==> src/rtl/swrst_pkg.sv <==
package swrst_pkg;

  // Strobes passed from the decode control to the per-module datapath.
  typedef struct packed {
    logic setGo;   // set channel addresses an existing bank
    logic clrGo;   // clear channel addresses an existing bank
    logic tickGo;  // slow reference tick this cycle
    logic rdZero;  // read returns zero (clear register or missing bank)
  } swrst_strobe_t;

  function automatic int bankIdxWidth(input int banks);
    return (banks > 1) ? $clog2(banks) : 1;
  endfunction

  function automatic int holdCntWidth(input int ticks);
    return (ticks > 1) ? $clog2(ticks + 1) : 1;
  endfunction

endpackage

==> src/rtl/swrst_control.sv <==
module swrst_control
  import swrst_pkg::*;
#(
  parameter int NUM_BANKS = 12,
  parameter int BIDX_W    = bankIdxWidth(NUM_BANKS)
) (
  input  logic              slowTick,
  input  logic              setWrEn,
  input  logic [BIDX_W-1:0] setBank,
  input  logic              clrWrEn,
  input  logic [BIDX_W-1:0] clrBank,
  input  logic [BIDX_W-1:0] rdBank,
  input  logic              rdSel,
  output swrst_strobe_t     strobe
);

  localparam int LAST_BANK = NUM_BANKS - 1;

  logic setInRange;
  logic clrInRange;
  logic rdInRange;

  // A bank index past the last bank is a hole in the map: writes drop, reads give zero.
  always_comb begin
    setInRange = (int'(setBank) <= LAST_BANK);
    clrInRange = (int'(clrBank) <= LAST_BANK);
    rdInRange  = (int'(rdBank)  <= LAST_BANK);
  end

  always_comb begin
    strobe.setGo  = setWrEn && setInRange;
    strobe.clrGo  = clrWrEn && clrInRange;
    strobe.tickGo = slowTick;
    strobe.rdZero = rdSel || !rdInRange;
  end

endmodule

==> src/rtl/swrst_datapath.sv <==
module swrst_datapath
  import swrst_pkg::*;
#(
  parameter int NUM_BANKS = 12,
  parameter int BANK_W    = 32,
  parameter int MIN_TICKS = 2,
  parameter int BIDX_W    = bankIdxWidth(NUM_BANKS)
) (
  input  logic                        clk,
  input  logic                        rstN,
  input  swrst_strobe_t               strobe,
  input  logic [BIDX_W-1:0]           setBank,
  input  logic [BANK_W-1:0]           setData,
  input  logic [BIDX_W-1:0]           clrBank,
  input  logic [BANK_W-1:0]           clrData,
  input  logic [BIDX_W-1:0]           rdBank,
  output logic [BANK_W-1:0]           rdData,
  output logic [NUM_BANKS*BANK_W-1:0] rstQ
);

  localparam int CNT_W = holdCntWidth(MIN_TICKS);
  localparam logic [CNT_W-1:0] HOLD_FULL = CNT_W'(MIN_TICKS);
  localparam logic [CNT_W-1:0] HOLD_LAST = CNT_W'(MIN_TICKS - 1);

  for (genvar b = 0; b < NUM_BANKS; b++) begin : gBank
    logic setBankHit;
    logic clrBankHit;

    always_comb begin
      setBankHit = strobe.setGo && (setBank == BIDX_W'(b));
      clrBankHit = strobe.clrGo && (clrBank == BIDX_W'(b));
    end

    for (genvar k = 0; k < BANK_W; k++) begin : gBit
      logic             held;
      logic             pend;
      logic [CNT_W-1:0] holdCnt;
      logic             setHit;
      logic             clrHit;
      logic             ripe;

      always_comb begin
        setHit = setBankHit && setData[k];
        clrHit = clrBankHit && clrData[k];
        // Minimum hold is met now, or is met by the tick sampled on this edge.
        ripe   = (holdCnt == HOLD_FULL) ||
                 (strobe.tickGo && (holdCnt == HOLD_LAST));
      end

      always_ff @(posedge clk or negedge rstN) begin
        if (!rstN) begin
          held    <= 1'b0;
          pend    <= 1'b0;
          holdCnt <= '0;
        end else if (setHit) begin
          held    <= 1'b1;
          pend    <= 1'b0;
          holdCnt <= '0;
        end else if (held) begin
          if ((clrHit || pend) && ripe) begin
            held    <= 1'b0;
            pend    <= 1'b0;
            holdCnt <= '0;
          end else begin
            if (clrHit) pend <= 1'b1;
            if (strobe.tickGo && (holdCnt != HOLD_FULL)) holdCnt <= holdCnt + 1'b1;
          end
        end
      end

      assign rstQ[b*BANK_W + k] = held;
    end
  end

  always_comb begin
    rdData = '0;
    for (int b = 0; b < NUM_BANKS; b++) begin
      if (!strobe.rdZero && (rdBank == BIDX_W'(b))) rdData = rstQ[b*BANK_W +: BANK_W];
    end
  end

endmodule

==> src/rtl/swrst_unit.sv <==
module swrst_unit
  import swrst_pkg::*;
#(
  parameter int NUM_BANKS = 12,
  parameter int BANK_W    = 32,
  parameter int MIN_TICKS = 2,
  parameter int BIDX_W    = bankIdxWidth(NUM_BANKS)
) (
  input  logic                        clk,
  input  logic                        rstN,
  input  logic                        slowTick,
  input  logic                        setWrEn,
  input  logic [BIDX_W-1:0]           setBank,
  input  logic [BANK_W-1:0]           setData,
  input  logic                        clrWrEn,
  input  logic [BIDX_W-1:0]           clrBank,
  input  logic [BANK_W-1:0]           clrData,
  input  logic [BIDX_W-1:0]           rdBank,
  input  logic                        rdSel,
  output logic [BANK_W-1:0]           rdData,
  output logic [NUM_BANKS*BANK_W-1:0] modRst
);

  swrst_strobe_t strobe;

  swrst_control #(
    .NUM_BANKS(NUM_BANKS),
    .BIDX_W   (BIDX_W)
  ) uControl (
    .slowTick(slowTick),
    .setWrEn (setWrEn),
    .setBank (setBank),
    .clrWrEn (clrWrEn),
    .clrBank (clrBank),
    .rdBank  (rdBank),
    .rdSel   (rdSel),
    .strobe  (strobe)
  );

  swrst_datapath #(
    .NUM_BANKS(NUM_BANKS),
    .BANK_W   (BANK_W),
    .MIN_TICKS(MIN_TICKS),
    .BIDX_W   (BIDX_W)
  ) uDatapath (
    .clk    (clk),
    .rstN   (rstN),
    .strobe (strobe),
    .setBank(setBank),
    .setData(setData),
    .clrBank(clrBank),
    .clrData(clrData),
    .rdBank (rdBank),
    .rdData (rdData),
    .rstQ   (modRst)
  );

endmodule

==> config.mk <==
export PLATFORM = sky130hd
export DESIGN_NAME = swrst_unit
export DESIGN_NICKNAME = d
export VERILOG_FILES = /design/src/rtl/swrst_pkg.sv /design/src/rtl/swrst_control.sv /design/src/rtl/swrst_datapath.sv /design/src/rtl/swrst_unit.sv
export SDC_FILE = /design/constraint.sdc
export NUM_CORES = 2
export LEC_CHECK = 0
export ABC_AREA = 1
export CAP_MARGIN = 20
export CORE_ASPECT_RATIO = 1.5
export CORE_MARGIN = 3
export CORE_UTILIZATION = 55
export DETAILED_ROUTE_END_ITERATION = 8
export PLACE_DENSITY = 0.75
export SYNTH_ARGS = -nofsm -noshare
export SYNTH_HDL_FRONTEND = slang
export SYNTH_SLANG_ARGS = --single-unit
==> constraint.sdc <==
create_clock -name clk -period 1.5 [get_ports clk]
set_input_delay 0.15 -clock clk [delete_from_list [all_inputs] [get_ports clk]]
set_output_delay 0.15 -clock clk [all_outputs]
set_load 0.01 [all_outputs]
==> flow_summary.toml <==
[pwr]
power_mw = 238
pwr-share-seq_pct = 31.9
p_leak_nw = 67.9
p_sw_mw = 99.8
power_frac_comb_pct = 50.7
ir_worst_vdd_mv = 1.48
power_density_nw_per_um2 = 1840
swShare_pct = 42.0
clkPwrFrac_pct = 17.4
internal-power_mw = 138

[final_layout]
final_net_count = 15900
drive_above_1_share_pct = 23.8
final_cell_area_sq_um = 129000
syn2layout_area_growth_pct = 34.6

[yosys]
yosysSeqAreaShare_pct = 40.1
synth_flop_cell = "dfrtp_1"
yosys_warnings = 0
synthArstFlopShare_pct = 100
postSynthCellCount = 12800
synth-seq-cells = 1536
syn_nets = 13700
syn_area_sq_um = 95800
yosysUniqueCellTypes = 49
synth-edff-count = 0
synth.avg_cell_area_sq_um = 7.46

[run_status]
violations = "setup timing"
outcome = "finished with violations"

[grt]
overflow = 0
antenna_found_initial = 47
grtUsageTotal_pct = 44.0
grt_pass1_vias = 99000
grt_pass1_wl_um = 589000
grt_start_max_net_pins = 93

[clocking]
h-tree-depth = 4
root_buffer = "clkbuf_16"
cts_sinks = 1536
path_clk_slew_ns = 0.06
numCtsBuffers = 158
clk-insertion-delay-late_ns = 0.82
cts_tree = "built"
clockBufferDepth = 3

[worst_setup_path]
crit_start = "uDatapath.gBank[1].gBit[16].held"
cp-end-kind = "primary output"
crit_cells = 10
critPathLaunchType = "register"
arrival_ns = 2.75
reg2reg_to = "uDatapath.gBank[0].gBit[23].holdCnt[0]"
critical_path.top_delay_family = "simple AND/OR/NAND/NOR gates"
cp.buffers_inverters = 2
crit_chain = "nand4_1 -> nand2_2 -> nor2_4 -> nand3_4 -> nand2_4 -> nand3_2 -> nand2_1 -> nand4_1 -> buf_4 -> buf_6"
ff2ff_setup_slack_ns = -0.09
cp_max_fo = 2
criticalPathCategory = "reg -> out"
worstReg2RegStart = "uDatapath.gBank[0].gBit[23].held"
slowest_delay_ns = 0.48
critPathSlowestCell = "dfrtp_2"
endpoint = "rdData[16]"
worst-r2r-cell-count = 9
worstPathRequired_ns = 1.35
cp_common_cell = "nand4_1"

[routing]
wl_per_cell_um = 23.6
avgViaCountPerCell = 5.81
ant_nets = 0
drc = 0
drt_iter0_markers = 11100
dr_total_vias = 101000
first_pass_iters = 6
finalWirelength_um = 411000

[floorplan]
core_sq_um = 173000
start_util_pct = 55.3
die_w_um = 347
die_area_sq_um = 179000
dieHeight_um = 517
num_rows = 187
io_pins = 498

[placed_design]
port_buffers = 497
gp_congestion = 1.03
dpl_cell_area_sq_um = 116000
dpl.hpwl_um = 308000

[timing]
finClkSkew_ns = 0.0278
final_max_slew_viol_count = 0
slew_headroom_pct = 60.0
setup_viol = 419
fin_crit_ns = 2.90
hold_viol_final = 0
tightest_slew_ns = 0.600
max_freq_mhz = 345
worst_slack_ns = -1.40
period_share_pct = 193
rsz0062_at_grt = "true"

[worst_hold_path]
hold_path_class = "in -> reg"
hold_path_startpoint = "setData[23]"

[flow_run]
maxCapViolCount = 0
registers in the layout (all words and copies together) (netlist names):
name	cells
uDatapath.gBank.gBit.held	384
uDatapath.gBank.gBit.holdCnt	768
uDatapath.gBank.gBit.pend	384
layout by cell type, fill, tap and decap left out, drive strengths merged, types with 11 or more instances in the layout:
cell / n
ha: 768
nand2: 2969
bufinv: 12
o22ai: 68
nor3: 58
nand3: 480
or2: 35
a211oi: 58
clkdlybuf4s50: 63
a31oi: 110
clkbuf: 248
o211ai: 77
o31ai: 71
a21o: 11
nand3b: 66
a21oi: 602
diode: 25
o21bai: 144
o21a: 19
a21boi: 26
dfrtp: 1536
o21ai: 1578
inv: 2300
clkinv: 50
nand4: 231
buf: 2544
nor2: 960
cell type report:
| class | count | area [sq um] |
|---|---|---|
| clock inverters | 42 | 551 |
| fillers | 12200 | 44200 |
| clock buffers | 238 | 4680 |
| flip-flops and latches | 1536 | 38700 |
| well taps | 2268 | 2840 |
| diodes | 25 | 62.6 |
| multi-input cells | 8353 | 47000 |
| repair buffers | 2632 | 26400 |
| inverters | 2321 | 8730 |
repair_timing:
action / 4_1_cts / 5_1_grt
cloned: 1 / 8
hold buffers: 3 / 0
resized for setup: 3021 / 786
setup endpoints to repair: 837 / 1320
hold endpoints to repair: 1541 / 0
buffers inserted: 306 / 225
pin swaps: 171 / 206
worst min path at each step:
stage | endpoint | cells after the start
CTS | uDatapath.gBank[4].gBit[23].held | 3
global route | uDatapath.gBank[5].gBit[8].pend | 4
floorplan | uDatapath.gBank[0].gBit[0].held | 0
detailed placement | uDatapath.gBank[11].gBit[23].holdCnt[1] | 1
global placement | uDatapath.gBank[11].gBit[23].holdCnt[1] | 1
finish | uDatapath.gBank[4].gBit[23].held | 3
synth_stat cells, types with 71 or more instances:
| cell | count | share of area [%] |
|---|---|---|
| inv_1 | 2263 | 8.9 |
| nand3_1 | 477 | 2.5 |
| nand4_1 | 231 | 1.5 |
| o211ai_1 | 77 | 0.60 |
| o21bai_1 | 144 | 1.1 |
| ha_1 | 768 | 10 |
| o21ai_0 | 1469 | 7.7 |
| nor2_1 | 924 | 3.6 |
| clkbuf_1 | 162 | 0.63 |
| nand2_1 | 2968 | 12 |
| buf_4 | 390 | 3.1 |
| dfrtp_1 | 1536 | 40 |
| a21oi_1 | 597 | 3.1 |
| a31oi_1 | 107 | 0.70 |
| o21ai_1 | 101 | 0.53 |
| o31ai_1 | 71 | 0.56 |
power by group through the flow:
stage | sequential [mW] | combinational [mW] | clock, mW
2_1_floorplan | 68.3 | 60.0 | 0
3_5_place_dp | 74.4 | 102 | 0
3_3_place_gp | 73.4 | 96.4 | 0
5_1_grt | 76.7 | 132 | 43.0
6_report | 75.8 | 121 | 41.5
4_1_cts | 74.5 | 113 | 41.5
cell families (layout without fill, tap and decap cells):
family          after synthesis  in the layout  synth area share, %
buf+inv                    2953           5233                 13.2
mux                           4              4               0.0418
flops                      1536           1536                 40.1
compound gates             2776           2776                 15.9
fa+ha+maj                   768            768                 10.0
simple gates               4805           4805                 20.7
other cells                   0             25                    0
per-stage QoR:
stage	utilization (%)	setup TNS (ns)	instances	hold WS, ns	setup WS [ns]
2_1_floorplan	-	-0.246	12800	-0.146	-0.0283
3_3_place_gp	67.2	-1123.99	16800	0.0151	-2.08
3_5_place_dp	67.2	-1212.95	16800	0.0148	-2.04
4_1_cts	73.0	-116.61	17300	0.0247	-1.42
5_1_grt	74.4	-112.41	17400	0.0821	-1.39
6_report	74.5	-102.10	17400	0.0736	-1.40
worst reg2reg max path, stage by stage, from the launching register on:
cell and delay (ns):
dfrtp_2 0.49, buf_6 0.15, buf_6 0.10, buf_6 0.11, buf_4 0.13, nor2_2 0.16
nor2_2 0.08, and2_1 0.14, nand2_1 0.05, o21ai_0 0.07
routing by layer:
layer | vias to the layer above | track usage [%] | routed length (um)
li1 | 45200 | - | -
met1 | 48800 | 52.0 | 142000
met2 | 5648 | 65.9 | 174000
met3 | 1624 | 12.3 | 50300
met4 | 28 | 38.4 | 44300
met5 | - | 0 | 310
Power figures use the tool's default switching activity.
